## src/rtl/bht_pkg.sv

```systemverilog
package bht_pkg;

  // Two-bit hysteresis counter; the upper bit is the prediction.
  typedef enum logic [1:0] {
    CTR_SNT = 2'b00,
    CTR_WNT = 2'b01,
    CTR_WT  = 2'b10,
    CTR_ST  = 2'b11
  } ctr_t;

  function automatic ctr_t ctr_step(input ctr_t cur, input logic taken);
    ctr_t nxt;
    if (taken) nxt = (cur == CTR_ST)  ? CTR_ST  : ctr_t'(cur + 2'd1);
    else       nxt = (cur == CTR_SNT) ? CTR_SNT : ctr_t'(cur - 2'd1);
    return nxt;
  endfunction

  function automatic logic ctr_says_taken(input ctr_t c);
    return c[1];
  endfunction

endpackage

```

## src/rtl/bht_addr_split.sv

```systemverilog
module bht_addr_split #(
  parameter int ADDR_W = 32,
  parameter int IDX_W  = 4,
  localparam int TAG_W = ADDR_W - IDX_W - 2
) (
  input  logic [ADDR_W-1:0] addr,
  output logic [IDX_W-1:0]  idx,
  output logic [TAG_W-1:0]  tag
);
  // Word-aligned: byte offset bits take no part in matching.
  logic unused_byte_ofs;
  assign unused_byte_ofs = ^addr[1:0];
  assign idx = addr[IDX_W+1:2];
  assign tag = addr[ADDR_W-1:IDX_W+2];
endmodule

```

## src/rtl/bht_table.sv

```systemverilog
module bht_table
  import bht_pkg::*;
#(
  parameter int ENTRIES = 16,
  parameter int ADDR_W  = 32,
  localparam int IDX_W  = $clog2(ENTRIES),
  localparam int TAG_W  = ADDR_W - IDX_W - 2
) (
  input  logic              clk,
  input  logic              rst,
  // write port
  input  logic              wr_en,
  input  logic [IDX_W-1:0]  wr_idx,
  input  logic [TAG_W-1:0]  wr_tag,
  input  ctr_t              wr_ctr,
  input  logic [ADDR_W-1:0] wr_target,
  // read port A (fetch side)
  input  logic [IDX_W-1:0]  ra_idx,
  output logic              ra_valid,
  output logic [TAG_W-1:0]  ra_tag,
  output ctr_t              ra_ctr,
  output logic [ADDR_W-1:0] ra_target,
  // read port B (update side)
  input  logic [IDX_W-1:0]  rb_idx,
  output logic              rb_valid,
  output logic [TAG_W-1:0]  rb_tag,
  output ctr_t              rb_ctr,
  output logic [ADDR_W-1:0] rb_target
);
  logic [ENTRIES-1:0] valid_q;
  logic [TAG_W-1:0]   tag_q    [ENTRIES];
  ctr_t               ctr_q    [ENTRIES];
  logic [ADDR_W-1:0]  target_q [ENTRIES];

  // Only the valid bits need a reset; payload is qualified by them.
  always_ff @(posedge clk) begin
    if (rst) begin
      valid_q <= '0;
    end else if (wr_en) begin
      valid_q[wr_idx]  <= 1'b1;
      tag_q[wr_idx]    <= wr_tag;
      ctr_q[wr_idx]    <= wr_ctr;
      target_q[wr_idx] <= wr_target;
    end
  end

  assign ra_valid  = valid_q[ra_idx];
  assign ra_tag    = tag_q[ra_idx];
  assign ra_ctr    = ctr_q[ra_idx];
  assign ra_target = target_q[ra_idx];

  assign rb_valid  = valid_q[rb_idx];
  assign rb_tag    = tag_q[rb_idx];
  assign rb_ctr    = ctr_q[rb_idx];
  assign rb_target = target_q[rb_idx];
endmodule

```

## src/rtl/bht_update_ctl.sv

```systemverilog
module bht_update_ctl
  import bht_pkg::*;
#(
  parameter int ADDR_W = 32,
  parameter int TAG_W  = 26
) (
  input  logic              fire,
  input  logic              res_taken,
  input  logic [TAG_W-1:0]  res_tag,
  input  logic [ADDR_W-1:0] res_target,
  input  logic              cur_valid,
  input  logic [TAG_W-1:0]  cur_tag,
  input  ctr_t              cur_ctr,
  input  logic [ADDR_W-1:0] cur_target,
  output logic              wr_en,
  output ctr_t              wr_ctr,
  output logic [ADDR_W-1:0] wr_target
);
  logic owns_slot;
  assign owns_slot = cur_valid && (cur_tag == res_tag);

  always_comb begin
    wr_en     = 1'b0;
    wr_ctr    = CTR_WT;
    wr_target = res_target;
    if (fire) begin
      if (owns_slot) begin
        // train the existing entry
        wr_en     = 1'b1;
        wr_ctr    = ctr_step(cur_ctr, res_taken);
        wr_target = res_taken ? res_target : cur_target;
      end else if (res_taken) begin
        // allocate on a taken miss, evicting any occupant
        wr_en     = 1'b1;
        wr_ctr    = CTR_WT;
        wr_target = res_target;
      end
    end
  end
endmodule

```

## src/rtl/bht_predictor.sv

```systemverilog
module bht_predictor
  import bht_pkg::*;
#(
  parameter int ENTRIES = 16,
  parameter int ADDR_W  = 32
) (
  input  logic              clk,
  input  logic              rst,
  input  logic              fetch_valid,
  input  logic [ADDR_W-1:0] fetch_pc,
  output logic              pred_hit,
  output logic              pred_taken,
  output logic [ADDR_W-1:0] pred_next_pc,
  input  logic              upd_valid,
  output logic              upd_ready,
  input  logic [ADDR_W-1:0] upd_pc,
  input  logic              upd_taken,
  input  logic [ADDR_W-1:0] upd_target
);
  localparam int IDX_W = $clog2(ENTRIES);
  localparam int TAG_W = ADDR_W - IDX_W - 2;
  localparam logic [ADDR_W-1:0] WORD_STEP = ADDR_W'(4);

  logic [IDX_W-1:0]  f_idx, u_idx;
  logic [TAG_W-1:0]  f_tag, u_tag;
  logic              a_valid, b_valid;
  logic [TAG_W-1:0]  a_tag, b_tag;
  ctr_t              a_ctr, b_ctr;
  logic [ADDR_W-1:0] a_target, b_target;
  logic              wr_en;
  ctr_t              wr_ctr;
  logic [ADDR_W-1:0] wr_target;
  logic              upd_fire;

  bht_addr_split #(.ADDR_W(ADDR_W), .IDX_W(IDX_W)) fetch_split_i (
    .addr(fetch_pc), .idx(f_idx), .tag(f_tag));

  bht_addr_split #(.ADDR_W(ADDR_W), .IDX_W(IDX_W)) upd_split_i (
    .addr(upd_pc), .idx(u_idx), .tag(u_tag));

  bht_table #(.ENTRIES(ENTRIES), .ADDR_W(ADDR_W)) table_i (
    .clk(clk), .rst(rst),
    .wr_en(wr_en), .wr_idx(u_idx), .wr_tag(u_tag), .wr_ctr(wr_ctr),
    .wr_target(wr_target),
    .ra_idx(f_idx), .ra_valid(a_valid), .ra_tag(a_tag), .ra_ctr(a_ctr),
    .ra_target(a_target),
    .rb_idx(u_idx), .rb_valid(b_valid), .rb_tag(b_tag), .rb_ctr(b_ctr),
    .rb_target(b_target));

  bht_update_ctl #(.ADDR_W(ADDR_W), .TAG_W(TAG_W)) upd_ctl_i (
    .fire(upd_fire), .res_taken(upd_taken), .res_tag(u_tag),
    .res_target(upd_target),
    .cur_valid(b_valid), .cur_tag(b_tag), .cur_ctr(b_ctr),
    .cur_target(b_target),
    .wr_en(wr_en), .wr_ctr(wr_ctr), .wr_target(wr_target));

  // update stream: no back-pressure outside reset
  assign upd_ready = !rst;
  assign upd_fire  = upd_valid && upd_ready;

  // fetch-side lookup, same cycle
  assign pred_hit     = fetch_valid && a_valid && (a_tag == f_tag);
  assign pred_taken   = pred_hit && ctr_says_taken(a_ctr);
  assign pred_next_pc = pred_taken ? a_target : (fetch_pc + WORD_STEP);
endmodule

```

## config.mk

```make
export PLATFORM = sky130hd
export DESIGN_NAME = bht_predictor
export DESIGN_NICKNAME = d
export VERILOG_FILES = /design/src/rtl/bht_pkg.sv /design/src/rtl/bht_addr_split.sv /design/src/rtl/bht_table.sv /design/src/rtl/bht_update_ctl.sv /design/src/rtl/bht_predictor.sv
export SDC_FILE = /design/constraint.sdc
export NUM_CORES = 1
export LEC_CHECK = 0
export BUFFER_PORTS_ARGS = -buffer_cell sky130_fd_sc_hd__buf_2
export CAP_MARGIN = 20
export CORE_ASPECT_RATIO = 1.25
export CORE_UTILIZATION = 44
export CTS_CLUSTER_DIAMETER = 80
export DETAILED_ROUTE_END_ITERATION = 8
export PLACE_DENSITY = 0.57
export RECOVER_POWER = 25
export SETUP_SLACK_MARGIN = 0.15
export SLEW_MARGIN = 20
export SYNTH_ARGS = -nofsm -noshare
export SYNTH_HDL_FRONTEND = slang
export SYNTH_SLANG_ARGS = --single-unit
```

## constraint.sdc

```tcl
create_clock -name clk -period 15.7 [get_ports clk]
set_input_delay 1.57 -clock clk [delete_from_list [all_inputs] [get_ports clk]]
set_output_delay 1.57 -clock clk [all_outputs]
set_load 0.1 [all_outputs]
```

After elaboration in Yosys (flattened, before gate mapping):

Memories as Yosys holds them, arrays and structs flattened.
Index checks and enable logic that the tools add are counted.
W data, S select, Z words.

* muxes and demuxes: 21
* bitwise gates (word level): 1
* reduce and logical (&&, ||, !) cells: 9
* equal/unequal tests: 4
* $add $sub $neg: 3
* magnitude comparators: 3

Operator list (number)
* $mux W32: 4
* $eq A26 B26 Y1: 2
* $add A32 B3 Y32 const B: 1
* $or A16 B16 Y16: 1
* $lt A4 B5 Y1 const B: 2
* $mux W2: 5
* $mux W1: 9
* $bmux W1 S4: 2
* $logic_and A1 B1 Y1: 6
* $demux W1 S4: 1
* $ge A4 B1 Y1 const B: 1
* $ne A3 B3 Y1 const B: 1
* $add A2 B1 Y2 const B: 1
* $eq A2 B2 Y1 const B: 1
* $logic_not A2 Y1: 1
* $reduce_and A2 Y1: 1
* $sub A2 B1 Y2 const B: 1
* $logic_not A1 Y1: 1

* output and inout bits: 35
* register bits after elaboration: 16
* memory bits (writable): 960
* word-level logic and storage cells: 45
* input port bits: 101
* memories: 3

Memories
* table_i.target_q: words 16, width 32, read ports 1, clocked after Yosys merged registers in 0, write ports 1, line bht_table.sv:33 `logic [ADDR_W-1:0] target_q [ENTRIES];`
* table_i.tag_q: words 16, width 26, read ports 2, clocked after Yosys merged registers in 0, write ports 1, line bht_table.sv:31 `logic [TAG_W-1:0] tag_q [ENTRIES];`
* table_i.ctr_q: words 16, width 2, read ports 2, clocked after Yosys merged registers in 0, write ports 1, line bht_table.sv:32 `ctr_t ctr_q [ENTRIES];`

Longest topological paths before layout:

* word-level depth: 9
* depth in mapped cells: 15
* gate-level depth less buffers: 9

Modules after synthesis:

A second synthesis with hierarchy kept.

* cells, all modules: 2349
* area, all modules: 46165.5 µm²

Modules (own cells, without submodules)
* bht_table: seq. area each 29148.0 µm², cells each 2043, area an instance 43651.9 µm², instances 1
* bht_predictor: seq. area each 0.0 µm², cells each 167, area an instance 1310.0 µm², instances 1
* bht_update_ctl: seq. area each 0.0 µm², cells each 79, area an instance 753.2 µm², instances 1
* bht_addr_split: seq. area each 0.0 µm², cells each 30, area an instance 225.2 µm², instances 2

Worst setup path after synthesis:

Ideal clock, no wire load.

* path type: in2out
* start: in fetch_pc[3]
* end: out pred_hit
* stages on the path: 12
* buffers on the path: 5
* data required time: 14130 ps
* path slack: 7105 ps
* data arrival time: 7025 ps
* cells stage by stage: buf_6 > buf_12 > buf_12 > buf_8 > buf_4 > mux4_2 > mux2i_1 > nor3_1 > a2111o_1 > or4_1 > or4_1 > nor4_1

* word-level cells in the longest chain between the ends: 4
* elaborated cells between the ends (all ways): 6
* classes of those cells: eq/ne (1); mux (2); reduce/logical (2); memory (1)

Ends and longest elaborated chain
* from (decl): line bht_predictor.sv:10 `input logic [ADDR_W-1:0] fetch_pc,`
* branches (longest 3 deep; another with $mem_v2 Z16 W26)
* $logic_and A1 B1 Y1 (*): line bht_predictor.sv:62 `assign pred_hit = fetch_valid && a_valid && (a_tag == f_tag);`
* to (decl): line bht_predictor.sv:11 `output logic pred_hit,`

Every way passes the cells marked *. The select of a mux whose other input is x is not followed.

Final worst setup path:

* start: in fetch_pc[4]
* end: out pred_taken

* word-level cells in the longest chain between the ends: 5
* elaborated cells between the ends (all ways): 8
* classes of those cells: eq/ne (1); mux (2); reduce/logical (3); memory (2)

Ends and longest elaborated chain
* branches (longest 4 deep; another with $mem_v2 Z16 W26)
* $logic_and A1 B1 Y1 (*): line bht_predictor.sv:63 `assign pred_taken = pred_hit && ctr_says_taken(a_ctr);`
* to (decl): line bht_predictor.sv:12 `output logic pred_taken,`

Marked as above.

==> impl_metrics.tcl <==
set metrics [dict create \
    status "completed" \
    dp_cells 3562 \
    nFillCells 7932 \
    max_stage_delay_ps 790 \
    synth_top_area_share_pct 66.5 \
    numPortBuffers 133 \
    grt_pass1_wl_mm 180 \
    area_delta_synth_final_pct 12.3 \
    cts_resized 0 \
    cp_max_fo 49 \
    grtUsageTotal_pct 25.8 \
    worst_path_dominant_cell_family "simple AND/OR/NAND/NOR gates" \
    layout-drive-gt1-share_pct 29.3 \
    die-width_um 283 \
    die_y_um 353 \
    vias 23508 \
    seqCellArea_sq_mm 0.0291 \
    drc 0 \
    yosys.area_share.adder_pct 0.0750 \
    multi_input_area_sq_mm 0.0134 \
    netlist.top_cell.by_area "edfxtp_1" \
    synthCells 2210 \
    ioPinCount 136 \
    gp_congestion 0.920 \
    wl_mm 127 \
    cp.arrival_ps 6660 \
    postCtsSetupRepairBufs 0 \
    synth_xor_area_share_pct 1.49 \
    synth_top_family_by_area "multiplexers" \
    finalNonFillerCells 3752 \
    yosys.area_share.simple_pct 3.00 \
    cts-root-buf "clkbuf_16" \
    crit_path_end_kind "output port" \
    synth_seq_area_share_pct 67.2 \
    dpl.hpwl_mm 74.1 \
    cp-start-kind "input pin" \
    cts_made_buffers 100 \
    clock_path_buffers 3 \
    grt_pass1_vias 24426 \
    path_class "in -> out" \
    leakagePower_uw 0.0159 \
    ys_ff_latch 976 \
    max_freq_mhz 121 \
    synth.area.top_cells "edfxtp_1 (66%), mux4_2 (17%), mux2i_1 (3.0%)" \
    dr.pass1.iters 5 \
    syn-cell-area_sq_mm 0.0434 \
    dieArea_sq_mm 0.0998 \
    synth_compound_area_share_pct 3.38 \
    peakVddDrop_mv 0.103 \
    relSlewSlack_pct 27.0 \
    via_per_inst 6.27 \
    synth.area.mux_share_pct 22.4 \
    ys_warn_count 0 \
    cts.sinks 976 \
    maxCapViolCount 0 \
    setup_viol 0 \
    path_clk_slew_ps 60 \
    clkLatencyLatePin_ps 680 \
    hold_buffers 0 \
    path_buf_inv 3 \
    hold_viol_final 0 \
    synth_cell_type_count 79 \
    clock_skew_ps 31.5 \
    ys_top_cells_by_count "edfxtp_1 (960), mux4_2 (335), mux2i_1 (131), nand2_1 (80), xnor2_1 (53)" \
    synth_area_per_cell_sq_um 19.6 \
    cellPowerDensity_mw_per_mm2 116 \
    start_util_pct 44.5 \
    first_iter_violations 2436 \
    core-area_sq_mm 0.0975 \
    drtAntennaViolNets 0 \
    fp-row-count 128 \
    grt.overflow.total 0 \
    cpMostUsedCell "or4_1" \
    yosys_most_used_dff "edfxtp_1" \
    required_ps 14130 \
    synth_edf_count 960 \
    rsz0062_at_grt "false" \
    htreeDepth 3 \
    synth_nets 2312 \
    period_share_pct 52.4 \
    antenna_found_initial 19 \
    wire_per_inst_um 33.9 \
    critPathSlowestCell "nor4_1" \
    grt_max_degree 79 \
    cts_tree "built" \
    period_minus_slack_ps 8230 \
    path_cells "buf_6 > buf_4 > nor2b_1 > a22o_1 > a32oi_1 > nand3b_1 > a2111o_1 > or4_1 > or4_1 > nor4_1 > buf_2" \
    drv_slew 0 \
    synth_most_common_cell "edfxtp_1" \
    finalSetupTns_ps 0 \
    ys_async_sr_fraction_pct 0 \
    fin_nets 2466 \
    hold_class "reg -> reg" \
    worstMarginPinSlew_ps 1090 \
]
[cell type report]
class	count	area share [%]
antenna	6	0.0308
clock buffer	125	5.41
tap	1300	3.34
multi-input combinational	1052	27.6
inverter	41	0.319
clock inverter	59	1.17
sequential	976	59.8
timing repair buffer	193	2.31
[report_power, final]
group	switching (uW)	total [uW]	internal, uW	leakage (uW)
clock	1000	2340	1340	0.00157
combinational	280	441	161	0.00557
sequential	5.73	2880	2880	0.00881
total	1290	5670	4380	0.0159
[kinds of logic (layout without fill, tap and decap cells)]
family / count (synthesis) / count (layout)
AND/OR/NAND/NOR: 257 / 257
XOR/XNOR: 74 / 74
multiplexers: 518 / 518
AO/OA/AOI/OAI: 200 / 200
adder cells (fa/ha/maj): 3 / 3
other: 0 / 6
flip-flops: 976 / 976
buffers and inverters: 182 / 418
[sequential cells by signal, summed over array words and instances (netlist names)]
name and count:
table_i.ctr_q 32, table_i.tag_q 416, table_i.target_q 512, table_i.valid_q 16
[metal layers]
layer  routed length, um  GRT usage, %  up-vias
li1                    -             -     9625
met1               50200          33.9    12615
met2               63100          42.6     1005
met3                8770          4.60      243
met4                4850          10.0       20
met5                 138             0        -
[cell usage in the layout (no fill, tap or decap), drive strengths merged, types with 17 or more instances in the layout]
cell | synthesis | routed
a21o | 19 | 19
a21oi | 24 | 24
a22oi | 21 | 21
buf | 98 | 158
clkbuf | 43 | 160
clkinv | 2 | 47
edfxtp | 960 | 960
inv | 39 | 43
mux2 | 40 | 40
mux2i | 131 | 131
mux4 | 347 | 347
nand2 | 80 | 80
nand3 | 27 | 27
nor2 | 45 | 45
nor2b | 19 | 19
o22ai | 17 | 17
o31ai | 17 | 17
xnor2 | 53 | 53
xor2 | 21 | 21
[worst paths after layout]
path	from	endpoint	slack, ps	depth (start not counted)
max	fetch_pc[4]	pred_taken	7470	11
min	table_i.valid_q[6]	table_i.valid_q[6]	480	1
max reg2reg	table_i.tag_q[4][10]	table_i.tag_q[12][16]	10740	9
min reg2reg	table_i.valid_q[6]	table_i.valid_q[6]	480	1
[per-stage QoR]
step | cell area [sq um] | hold slack, ps | worst slack (ps) | power, uW | utilization [%]
5_1_grt | 48700 | 503 | 7270 | 5820 | 49.9
4_1_cts | 48700 | 474 | 7410 | 5710 | 50.0
3_5_place_dp | 45500 | 459 | 7420 | 3380 | 46.7
2_1_floorplan | 43400 | 438 | 7100 | 3230 | -
6_report | 48700 | 476 | 7470 | 5670 | 49.9
3_3_place_gp | 45500 | 451 | 7460 | 3380 | 46.7
[worst register-to-register path, stage by stage, from the launching register on]
cell and delay, ps:
edfxtp_1 400, mux4_2 480, mux4_2 510, xnor2_1 620, nand3_1 170, a2111oi_0 850, o2111ai_4 190, buf_4 340
o31ai_4 380, buf_4 600
No activity file was read; power rests on OpenSTA's default activity.
